## src/rtl/dcd_pkg.sv

```systemverilog
package dcd_pkg;
  typedef enum logic [2:0] {
    ST_IDLE, ST_FETCH, ST_XFER, ST_WBACK, ST_NEXT, ST_DONE
  } dma_state_e;

  localparam int DESC_OWN_BIT   = 31;
  localparam int DESC_LAST_BIT  = 2;

  localparam int STAT_W         = 10;
  localparam int STAT_TX_BIT    = 0;
  localparam int STAT_RX_BIT    = 1;
  localparam int STAT_SUM_BIT   = 8;

  localparam int HOST_DONE_BIT  = 3;
  localparam int HOST_CARD_BIT  = 16;
endpackage

```

## src/rtl/dcd_size_clamp.sv

```systemverilog
module dcd_size_clamp #(
  parameter bit LARGE_BUF = 1'b0,
  parameter int AW        = 32
) (
  input  logic [AW-1:0] size_i,
  output logic [AW-1:0] size_o
);
  logic [AW-1:0] max_c;

  generate
    if (LARGE_BUF) begin : g_large
      assign max_c = AW'(65536);
    end else begin : g_small
      assign max_c = AW'(8192);
    end
  endgenerate

  // zero selects the maximum; oversize is clamped
  assign size_o = ((size_i == '0) || (size_i > max_c)) ? max_c : size_i;
endmodule

```

## src/rtl/dcd_status_reg.sv

```systemverilog
module dcd_status_reg
  import dcd_pkg::*;
(
  input  logic              clk_i,
  input  logic              rst_ni,
  input  logic              set_i,
  input  logic              set_tx_i,
  input  logic              wr_i,
  input  logic [STAT_W-1:0] wdata_i,
  output logic [STAT_W-1:0] stat_o
);
  logic [STAT_W-1:0] q, clr_m, set_m;

  always_comb begin
    clr_m = wr_i ? wdata_i : '0;
    set_m = '0;
    if (set_i) begin
      set_m[STAT_SUM_BIT] = 1'b1;
      set_m[STAT_TX_BIT]  = set_tx_i;
      set_m[STAT_RX_BIT]  = ~set_tx_i;
    end
  end

  // set has priority over a same-cycle clear
  always_ff @(posedge clk_i or negedge rst_ni) begin
    if (!rst_ni) q <= '0;
    else         q <= (q & ~clr_m) | set_m;
  end

  assign stat_o = q;
endmodule

```

## src/rtl/dcd_walker.sv

```systemverilog
module dcd_walker
  import dcd_pkg::*;
#(
  parameter bit LARGE_BUF = 1'b0,
  parameter int AW        = 32,
  parameter int DW        = 32
) (
  input  logic          clk_i,
  input  logic          rst_ni,
  input  logic          start_i,
  input  logic          dma_en_i,
  input  logic          dir_write_i,
  input  logic          card_ready_i,
  input  logic [AW-1:0] list_base_i,
  input  logic [AW-1:0] byte_count_i,
  input  logic [AW-1:0] block_size_i,
  output logic          mem_req_o,
  output logic          mem_we_o,
  output logic [AW-1:0] mem_addr_o,
  output logic [DW-1:0] mem_wdata_o,
  input  logic          mem_gnt_i,
  input  logic [DW-1:0] mem_rdata_i,
  output logic          card_tx_valid_o,
  output logic [DW-1:0] card_tx_data_o,
  input  logic          card_tx_ready_i,
  input  logic          card_rx_valid_i,
  input  logic [DW-1:0] card_rx_data_i,
  output logic          card_rx_ready_o,
  output logic          busy_o,
  output logic          done_o,
  output logic          dir_wr_o
);
  localparam int BYTES_W = DW / 8;

  dma_state_e    state;
  logic [1:0]    beat;
  logic          phase;
  logic          dir_wr;
  logic [AW-1:0] cur_addr, d_next, d_buf, d_size, xaddr;
  logic [DW-1:0] d_status, wbuf;
  logic [AW-1:0] remaining, chunk_left, step, size_cl, chunk_c;
  logic          start_ok, last_word;

  dcd_size_clamp #(.LARGE_BUF(LARGE_BUF), .AW(AW)) u_clamp (
    .size_i (mem_rdata_i[AW-1:0]),
    .size_o (size_cl)
  );

  assign start_ok  = start_i && dma_en_i && (byte_count_i != '0) &&
                     (block_size_i != '0) && (dir_write_i || card_ready_i);
  assign step      = (chunk_left > AW'(BYTES_W)) ? AW'(BYTES_W) : chunk_left;
  assign last_word = (chunk_left <= AW'(BYTES_W));
  assign chunk_c   = (remaining < d_size) ? remaining : d_size;

  always_ff @(posedge clk_i or negedge rst_ni) begin
    if (!rst_ni) begin
      state      <= ST_IDLE;
      beat       <= '0;
      phase      <= 1'b0;
      dir_wr     <= 1'b0;
      cur_addr   <= '0;
      d_next     <= '0;
      d_buf      <= '0;
      d_size     <= '0;
      d_status   <= '0;
      xaddr      <= '0;
      wbuf       <= '0;
      remaining  <= '0;
      chunk_left <= '0;
    end else begin
      unique case (state)
        ST_IDLE: if (start_ok) begin
          dir_wr    <= dir_write_i;
          remaining <= byte_count_i;
          cur_addr  <= {list_base_i[AW-1:2], 2'b00};
          beat      <= '0;
          state     <= ST_FETCH;
        end
        ST_FETCH: if (mem_gnt_i) begin
          unique case (beat)
            2'd0: d_status <= mem_rdata_i;
            2'd1: d_size   <= size_cl;
            2'd2: d_buf    <= {mem_rdata_i[AW-1:2], 2'b00};
            2'd3: d_next   <= {mem_rdata_i[AW-1:2], 2'b00};
          endcase
          beat <= beat + 2'd1;
          if (beat == 2'd3) begin
            chunk_left <= chunk_c;
            xaddr      <= d_buf;
            phase      <= 1'b0;
            state      <= ST_XFER;
          end
        end
        ST_XFER: begin
          if (!phase) begin
            if (dir_wr && mem_gnt_i) begin
              wbuf  <= mem_rdata_i;
              phase <= 1'b1;
            end else if (!dir_wr && card_rx_valid_i) begin
              wbuf  <= card_rx_data_i;
              phase <= 1'b1;
            end
          end else if (dir_wr ? card_tx_ready_i : mem_gnt_i) begin
            phase      <= 1'b0;
            xaddr      <= xaddr + AW'(BYTES_W);
            chunk_left <= chunk_left - step;
            remaining  <= remaining - step;
            if (last_word) state <= ST_WBACK;
          end
        end
        ST_WBACK: if (mem_gnt_i) state <= ST_NEXT;
        ST_NEXT: begin
          if (d_status[DESC_LAST_BIT] || (remaining == '0)) begin
            state <= ST_DONE;
          end else begin
            cur_addr <= d_next;
            beat     <= '0;
            state    <= ST_FETCH;
          end
        end
        ST_DONE: state <= ST_IDLE;
        default: state <= ST_IDLE;
      endcase
    end
  end

  always_comb begin
    mem_req_o   = 1'b0;
    mem_we_o    = 1'b0;
    mem_addr_o  = '0;
    mem_wdata_o = '0;
    unique case (state)
      ST_FETCH: begin
        mem_req_o  = 1'b1;
        mem_addr_o = cur_addr + AW'({beat, 2'b00});
      end
      ST_XFER: begin
        mem_req_o   = (dir_wr && !phase) || (!dir_wr && phase);
        mem_we_o    = !dir_wr;
        mem_addr_o  = xaddr;
        mem_wdata_o = wbuf;
      end
      ST_WBACK: begin
        mem_req_o   = 1'b1;
        mem_we_o    = 1'b1;
        mem_addr_o  = cur_addr;
        mem_wdata_o = d_status;
        mem_wdata_o[DESC_OWN_BIT] = 1'b0;
      end
      default: ;
    endcase
  end

  assign card_tx_valid_o = (state == ST_XFER) && phase && dir_wr;
  assign card_tx_data_o  = wbuf;
  assign card_rx_ready_o = (state == ST_XFER) && !phase && !dir_wr;
  assign busy_o          = (state != ST_IDLE);
  assign done_o          = (state == ST_DONE);
  assign dir_wr_o        = dir_wr;
endmodule

```

## src/rtl/desc_chain_dma.sv

```systemverilog
module desc_chain_dma
  import dcd_pkg::*;
#(
  parameter bit LARGE_BUF = 1'b0
) (
  input  logic        clk_i,
  input  logic        rst_ni,
  input  logic        start_i,
  input  logic        dma_en_i,
  input  logic        dir_write_i,
  input  logic        card_ready_i,
  input  logic [31:0] list_base_i,
  input  logic [31:0] byte_count_i,
  input  logic [31:0] block_size_i,
  input  logic        stat_wr_i,
  input  logic [31:0] stat_wdata_i,
  output logic [31:0] stat_o,
  output logic [31:0] host_evt_o,
  output logic        busy_o,
  output logic        done_o,
  output logic        mem_req_o,
  output logic        mem_we_o,
  output logic [31:0] mem_addr_o,
  output logic [31:0] mem_wdata_o,
  input  logic        mem_gnt_i,
  input  logic [31:0] mem_rdata_i,
  output logic        card_tx_valid_o,
  output logic [31:0] card_tx_data_o,
  input  logic        card_tx_ready_i,
  input  logic        card_rx_valid_i,
  input  logic [31:0] card_rx_data_i,
  output logic        card_rx_ready_o
);
  logic              done_w, dir_wr_w, unused_hi;
  logic [STAT_W-1:0] stat_q;

  dcd_walker #(.LARGE_BUF(LARGE_BUF), .AW(32), .DW(32)) u_walker (
    .clk_i, .rst_ni, .start_i, .dma_en_i, .dir_write_i, .card_ready_i,
    .list_base_i, .byte_count_i, .block_size_i,
    .mem_req_o, .mem_we_o, .mem_addr_o, .mem_wdata_o, .mem_gnt_i, .mem_rdata_i,
    .card_tx_valid_o, .card_tx_data_o, .card_tx_ready_i,
    .card_rx_valid_i, .card_rx_data_i, .card_rx_ready_o,
    .busy_o,
    .done_o   (done_w),
    .dir_wr_o (dir_wr_w)
  );

  dcd_status_reg u_stat (
    .clk_i, .rst_ni,
    .set_i    (done_w),
    .set_tx_i (dir_wr_w),
    .wr_i     (stat_wr_i),
    .wdata_i  (stat_wdata_i[STAT_W-1:0]),
    .stat_o   (stat_q)
  );

  assign unused_hi = ^stat_wdata_i[31:STAT_W];

  always_comb begin
    host_evt_o = '0;
    host_evt_o[HOST_DONE_BIT] = done_w;
    host_evt_o[HOST_CARD_BIT] = done_w;
  end

  assign stat_o = {{(32-STAT_W){1'b0}}, stat_q};
  assign done_o = done_w;
endmodule

```

## config.mk

```make
export PLATFORM = sky130hd
export DESIGN_NAME = desc_chain_dma
export DESIGN_NICKNAME = d
export VERILOG_FILES = /design/src/rtl/dcd_pkg.sv /design/src/rtl/dcd_size_clamp.sv /design/src/rtl/dcd_status_reg.sv /design/src/rtl/dcd_walker.sv /design/src/rtl/desc_chain_dma.sv
export SDC_FILE = /design/constraint.sdc
export NUM_CORES = 1
export LEC_CHECK = 0
export ABC_AREA = 1
export BUFFER_PORTS_ARGS = -buffer_cell sky130_fd_sc_hd__clkbuf_2
export CAP_MARGIN = 20
export CORE_MARGIN = 3
export CORE_UTILIZATION = 35
export CTS_CLUSTER_SIZE = 30
export DETAILED_ROUTE_END_ITERATION = 8
export GPL_TIMING_DRIVEN = 1
export MAX_ROUTING_LAYER = met4
export PLACE_DENSITY = 0.66
export SYNTH_ARGS = -nofsm -noshare
export SYNTH_HDL_FRONTEND = slang
export SYNTH_SLANG_ARGS = --single-unit
export TNS_END_PERCENT = 20
```

## constraint.sdc

```tcl
create_clock -name clk_i -period 3.3 [get_ports clk_i]
set_input_delay 0.66 -clock clk_i [delete_from_list [all_inputs] [get_ports clk_i]]
set_output_delay 0.66 -clock clk_i [all_outputs]
set_load 0.005 [all_outputs]
```

# Word-level counts from Yosys, hierarchy flattened

Index checks and enable logic that the tools add are counted.

Equal/unequal tests: 16
Multiplexer cells: 50
$lt $le $gt $ge: 4
Reduce and logical (&&, ||, !) cells: 43
Add/sub/neg operators: 5
Bitwise gates (word level): 5

Operators by type and width:

| kind                                                            | number |
|---|---|
| 2-to-1 mux 32 bit                                               | 18 |
| case mux 32 bit (2 select lines)                                | 5 |
| case mux 32 bit (3 select lines)                                | 1 |
| logical NOT 32 bit                                              | 2 |
| nonzero test 32 bit                                             | 2 |
| subtractor 32 bit                                               | 2 |
| adder 32 x 3 -> 32 bit, second input constant                   | 1 |
| adder 32 x 4 -> 32 bit                                          | 1 |
| greater-than comparator 32 x 14 -> 1 bit, second input constant | 1 |
| greater-than comparator 32 x 3 -> 1 bit, second input constant  | 1 |
| less-or-equal comparator 32 x 3 -> 1 bit, second input constant | 1 |
| less-than comparator 32 bit                                     | 1 |
| 2-to-1 mux 3 bit                                                | 8 |
| AND reduction 3 bit                                             | 7 |
| case mux 3 bit (5 select lines)                                 | 1 |
| logical AND 1 bit                                               | 12 |
| bitwise AND 10 bit                                              | 1 |
| 2-to-1 mux 10 bit                                               | 1 |
| != test 2 x 1 -> 1 bit, second input constant                   | 5 |
| inverter 10 bit                                                 | 1 |
| OR 10 x 9 -> 10 bit                                             | 1 |
| 2-to-1 mux 1 bit                                                | 8 |
| 2-to-1 mux 2 bit                                                | 4 |
| AND reduction 4 bit                                             | 2 |
| 20 further kinds                                                | 36 |

Bits in registers: 300
Word-level logic and storage cells: 137
Output and inout bits: 166
Input bits: 202

# Longest topological paths before layout

Depth after elaboration: 6
Gate-level depth with buffers: 27
Mapped depth without buffers: 27

# By module

Synthesis repeated with hierarchy kept, for this count alone.

Cells, all modules: 2820
Area, all modules: 19856.5 um2

Modules (own cells, without submodules):

| module         | times used | cells each | area each (um2) | sequential area each (um2) |
|---|---|---|---|---|
| dcd_walker     | 1          | 2656       | 18665.4         | 7156.9 |
| dcd_size_clamp | 1          | 78         | 419.2           | 0.0 |
| desc_chain_dma | 1          | 55         | 409.1           | 0.0 |
| dcd_status_reg | 1          | 31         | 362.8           | 250.2 |

# Worst setup path after synthesis

No wires, ideal clock.

Path kind: reg-to-reg
Start point: register u_walker.chunk_left[18]
End point: register u_walker.remaining[22]
Library setup time: 117 ps
Period minus slack after synthesis: 2876 ps
Setup slack: 424 ps
Stages on the path, launching flop included: 22
Arrival: 2760 ps
Required time: 3183 ps
Path through: dfrtp_1 nor2_1 nand2_1 nor2_1 nand3_2 nor2_1 ha_1 inv_1 fa_1 nand2_1 nand2_1 nand2_1 nand2_1 nand2_1 nand2_1 a21oi_1 o21ai_0 or2_2 nand3_1 nand2_1 nand2_1 nand2_1

Word-level cells in the longest chain between the ends: 6

RTL lines:

| element                                 | RTL line          | text |
|---|---|---|
| start: declaration                      | dcd_walker.sv:41  | `logic [AW-1:0] remaining, chunk_left, step, size_cl, chunk_c;` |
| start signal: assignment                | dcd_walker.sv:88  | `chunk_left <= chunk_c;` |
| start signal: assignment                | dcd_walker.sv:106 | `chunk_left <= chunk_left - step;` |
| greater-than comparator 32 x 3 -> 1 bit | dcd_walker.sv:51  | `assign step = (chunk_left > AW'(BYTES_W)) ? AW'(BYTES_W) : chunk_left;` |
| 2-to-1 mux 32 bit *                     | dcd_walker.sv:51  |  |
| subtractor 32 bit *                     | dcd_walker.sv:107 | `remaining <= remaining - step;` |
| 2-to-1 mux 32 bit *                     | dcd_walker.sv:103 | `end else if (dir_wr ? card_tx_ready_i : mem_gnt_i) begin` |
| 2-to-1 mux 32 bit *                     | dcd_walker.sv:95  | `if (!phase) begin` |
| case mux 32 bit (2 select lines) *      | dcd_walker.sv:71  | `unique case (state)` |
| end signal: assignment                  | dcd_walker.sv:74  | `remaining <= byte_count_i;` |
| end signal: assignment                  | dcd_walker.sv:107 |  |
| end: declaration                        | dcd_walker.sv:41  |  |

Every way passes the cells marked *; elsewhere a longest branch is shown, timed or not. The select of a mux whose other input is x is not followed.
A chain may end at the register's enable or synchronous reset.

# Worst setup path after layout

Start point: register u_walker.cur_addr[2]
End point: output port mem_addr_o[31]

Word-level cells in the longest chain between the ends: 2

RTL lines:

| element                          | RTL line             | text |
|---|---|---|
| start: declaration               | dcd_walker.sv:39     | `logic [AW-1:0] cur_addr, d_next, d_buf, d_size, xaddr;` |
| start signal: assignment         | dcd_walker.sv:75     | `cur_addr <= {list_base_i[AW-1:2], 2'b00};` |
| start signal: assignment         | dcd_walker.sv:116    | `cur_addr <= d_next;` |
| adder 32 x 4 -> 32 bit           | dcd_walker.sv:135    | `mem_addr_o = cur_addr + AW'({beat, 2'b00});` |
| case mux 32 bit (3 select lines) | dcd_walker.sv:132    | `unique case (state)` |
| end: declaration                 | desc_chain_dma.sv:23 | `output logic [31:0] mem_addr_o,` |

Every way passes these cells.

==> flow_results.org <==
** Drt
- Iteration count of the initial detailed-routing pass :: 6
- The routed design has ~68000 um of wire.
- Average detailed-routed wire length per instance :: 17.0 um
- In this run the remaining antenna-violating nets after routing total 0.
- For this run, design rule violations remaining after detail routing come to 0.
- The detailed router finished its first iteration with about 2000 violations.
- Via count :: 20100
- After detailed routing, the number of vias per cell comes to 5.06.

** Global routing
- Wire length of the first global-routing pass :: around 100000 um
- The number of antenna violations at the first check in global routing came to 2.
- Largest net degree at the start of global routing :: approximately 120
- After global routing the overflow that remains totals 0.
- The number of global-route vias before repair was between 15000 and 20000.
- Across every metal layer, demand over resource in global routing totals 0.229.

** Setup path
- Start-to-end type of the worst setup path :: flop to output port
- STA puts the critical path data required time at between 2 and 3 ns.
- Data on the critical path arrives at its endpoint at 2.82 ns.
- The critical path starts at u_walker.cur_addr[2]$_DFFE_PN0P_.
- STA classifies the critical path startpoint as a flop.
- Capture point of the critical path :: mem_addr_o[31]
- The endpoint identified for the worst register-to-register timing path is u_walker.remaining[16]$_DFFE_PN0P_.
- The startpoint identified for the worst register-to-register timing path is u_walker.chunk_left[25]$_DFFE_PN0P_.
- Highest net fanout along the worst path :: 2
- Minimum setup slack among reg-to-reg paths :: approximately 0.020 ns
- Capturing element type of the critical path :: output port
- Register-to-Register Path Depth :: 26

** Clock network
- Latest clock arrival within the worst-skew pair :: between 0.5 and 0.6 ns
- The H-tree generated during clock tree synthesis spans 2 levels.
- The clock passes through at most 3 buffers.
- Clock-pin slew was measured on the worst setup and hold paths at 0.06 ns.
- Clock tree synthesis inserted a total of 38 buffers.
- CTS Root Buffer Type :: sky130_fd_sc_hd__clkbuf_16
- TritonCTS clock tree :: done
- Clk sinks :: a little under 300

** Die
- Effective utilization at floorplan :: 0.355
- The die is 243 um tall.
- Floorplan core area :: 0.0552 mm2
- Horizontal die dimension :: ~240 um
- The floorplan step defined a die boundary enclosing 0.0589 mm2.
- In this run the count of I/O pins placed on the die edge is roughly 370.
- In this run the core area contains 86 standard-cell rows.

** Power
- Overall Power :: ~0.024 W
- Static Leakage :: ~12 nW
- Power spread over the standard cell area amounts to just under 1000 mW/mm2.
- VDD sags by at most 0.000760 V.

** Synth
- Counting flops with an async set or reset pin after synthesis yields a share of 1.00.
- The mapped netlist covers 0.0196 mm2.
- Post-synthesis sequential element count :: just under 300
- Cell variety after synth :: approximately 50
- Dividing the synthesized area by the synthesized cell count gives roughly 6.9 um2.
- EDFF count, synth :: 0
- In the synthesized netlist the dominant register cell turns out to be sky130_fd_sc_hd__dfrtp_1.
- During synthesis, Yosys emitted a total of 0 warnings.
- Fraction of the yosys area taken by sequential cells :: 0.378
- The cell count after synthesis came out at around 2800.

** Placed design
- Worst setup timing slack at the placement stage :: about 0.073 ns
- Number of buffers inserted by port buffering :: between 200 and 300
- In this run, placement finished with an instance count of 3889.
- Gp weighted congestion :: between 0.9 and 1
- Detailed placement ended at an HPWL of just over 50000 um.

** Run
- Max cap viols :: 0

** Layout
- Area growth, synth to finish :: 22.9%
- Number of cells in the finished layout apart from fillers :: about 4000
- At the end of the flow, the number of nets in the layout was around 3500.
- Most frequent cells in the layout :: 830 x sky130_fd_sc_hd__nand2_1, 312 x sky130_fd_sc_hd__o21ai_0, 304 x sky130_fd_sc_hd__inv_1, 294 x sky130_fd_sc_hd__dfrtp_1, 278 x sky130_fd_sc_hd__clkbuf_2
- Of the cells placed in the final design, the portion with a size suffix greater than 1 is 0.184.
- Most common library cell in the layout ignoring fill and taps :: sky130_fd_sc_hd__nand2_1
- The layout has 5760 filler cells.

** STA
- Across the routed clock network, the largest skew measured is 0.0342 ns.
- Min setup slack post-route :: -0.178 ns
- Of the available clock period, the critical path in the final layout requires 1.05.
- For the pin with the worst max-slew slack, the measured transition is 0.915 ns.
- Unrepaired setup endpoints after global routing :: yes
- Final hold analysis gives a worst-case slack of 0.0849 ns.
- Final Slew Violations :: 0
- Relative max-transition margin :: 0.384
- Final critical path time including I/O delays and setup :: about 3.5 ns
- Maximum frequency from static timing analysis :: between 0.2 and 0.3 GHz
- Setup violations remaining at the end of the flow were counted as 13.
- Final count of hold timing violations :: 0

** Worst hold path
- Type of the most critical hold path :: input port to asynchronous set/reset pin

** Status
- Run status :: complete, but fails checks
- The final reports fail on setup timing.
-- per-stage QoR --
| step | setup TNS [ns] | cell area [um2] | utilization |
|---|---|---|---|
| 2_1_floorplan | 0 | 19900 | - |
| 3_3_place_gp | 0 | 22400 | 0.406 |
| 3_5_place_dp | 0 | 22400 | 0.406 |
| 4_1_cts | -2.97 | 23900 | 0.433 |
| 5_1_grt | -5.65 | 24100 | 0.436 |
| 6_report | -1.21 | 24100 | 0.436 |
-- cells in the mapped netlist, types with 12 or more instances --
cell,number,area share
sky130_fd_sc_hd__nand2_1,841,0.16
sky130_fd_sc_hd__o21ai_0,318,0.081
sky130_fd_sc_hd__inv_1,304,0.058
sky130_fd_sc_hd__dfrtp_1,296,0.38
sky130_fd_sc_hd__nor2_1,201,0.039
sky130_fd_sc_hd__nand3_1,165,0.042
sky130_fd_sc_hd__a21oi_1,111,0.028
sky130_fd_sc_hd__clkbuf_1,70,0.013
sky130_fd_sc_hd__ha_1,70,0.045
sky130_fd_sc_hd__buf_4,58,0.022
sky130_fd_sc_hd__nand4_1,40,0.013
sky130_fd_sc_hd__o21ai_1,35,0.0089
sky130_fd_sc_hd__nor4_1,34,0.011
sky130_fd_sc_hd__buf_2,32,0.0082
sky130_fd_sc_hd__nor3_1,26,0.0066
sky130_fd_sc_hd__o211ai_1,26,0.010
sky130_fd_sc_hd__xor2_1,23,0.010
sky130_fd_sc_hd__o22ai_1,17,0.0054
sky130_fd_sc_hd__or2_2,16,0.0051
sky130_fd_sc_hd__a22oi_1,14,0.0054
sky130_fd_sc_hd__inv_2,13,0.0025
sky130_fd_sc_hd__nor2_2,12,0.0038
-- cells by family (layout without fill, tap and decap cells) --
family,after synthesis,after routing,share of synthesized area
simple gates,1354,1354,0.289
compound gates,585,585,0.165
buf+inv,487,807,0.106
flops,296,296,0.378
fa+ha+maj,72,72,0.0467
xor+xnor,31,31,0.0139
other cells,2,85,0.000383
-- timing repair --
item	4_1_cts	5_1_grt
endpoints found under the setup margin	24	49
hold endpoints to repair	0	0
gates resized for setup	31	45
buffers inserted	16	4
pin swaps	16	17
hold buffers	0	0
-- registers in the layout (all words and copies together), names as in the netlist --
name	flops
u_walker.d_next	30
u_walker.xaddr	30
u_walker.d_size	32
u_walker.chunk_left	32
u_walker.d_buf	30
u_walker.card_tx_data_o	32
u_walker.remaining	32
u_walker.cur_addr	30
u_walker.beat	2
u_walker.state	3
u_stat.stat_o	10
u_walker.d_status	31
u_walker.dir_wr_o	1
u_walker.phase	1
-- final cells by class --
class                      instances  area (um2)  area share
antenna                            2        5.00    0.000208
clock buffer                      47        1030      0.0430
clock inverter                    20         199     0.00826
inverter                         317        1190      0.0496
multi-input combinational       2125       10700       0.445
sequential                       296        7410       0.308
tap                              748         936      0.0389
timing repair buffer             423        2600       0.108
-- worst min-delay path by stage --
stage,startpoint,end,slack [ns],depth (start not counted)
global route,rst_ni,u_walker.chunk_left[28]$_DFFE_PN0P_,0.12,1
floorplan,rst_ni,u_stat.stat_o[0]$_DFF_PN0_,0.36,0
global placement,u_walker.d_next[27]$_DFFE_PN0P_,u_walker.d_next[27]$_DFFE_PN0P_,0.47,2
detailed placement,u_walker.d_next[10]$_DFFE_PN0P_,u_walker.d_next[10]$_DFFE_PN0P_,0.47,2
CTS,rst_ni,u_walker.cur_addr[22]$_DFFE_PN0P_,0.11,1
finish,rst_ni,u_walker.chunk_left[28]$_DFFE_PN0P_,0.08,1
-- worst max-delay path, stage by stage (launching register included) --
cell and delay (ns):
sky130_fd_sc_hd__dfrtp_1 0.41, sky130_fd_sc_hd__ha_4 0.18, sky130_fd_sc_hd__buf_4 0.13, sky130_fd_sc_hd__nand3_2 0.07
sky130_fd_sc_hd__nand2_2 0.08, sky130_fd_sc_hd__nand2_4 0.08, sky130_fd_sc_hd__nor2_4 0.04, sky130_fd_sc_hd__buf_4 0.13
sky130_fd_sc_hd__buf_4 0.12, sky130_fd_sc_hd__buf_4 0.12, sky130_fd_sc_hd__buf_4 0.13, sky130_fd_sc_hd__nand3_2 0.08
sky130_fd_sc_hd__nor3_2 0.06, sky130_fd_sc_hd__or2_2 0.27, sky130_fd_sc_hd__nand3_1 0.07, sky130_fd_sc_hd__nand2_1 0.12
sky130_fd_sc_hd__clkbuf_2 0.15
-- power by group --
part	leakage, nW	switching [W]	total (W)	internal (W)
Clock	0.606	0.00180	0.00415	0.00235
Sequential	3.74	0.00140	0.00660	0.00521
Combinational	7.70	0.00827	0.0130	0.00469
-- per-layer routing --
layer,part of all wire,global-route usage
met5,0,-
met4,0.037,0.0845
met3,0.080,0.0381
met2,0.43,0.331
met1,0.46,0.321
Power figures use the tool's default switching activity.
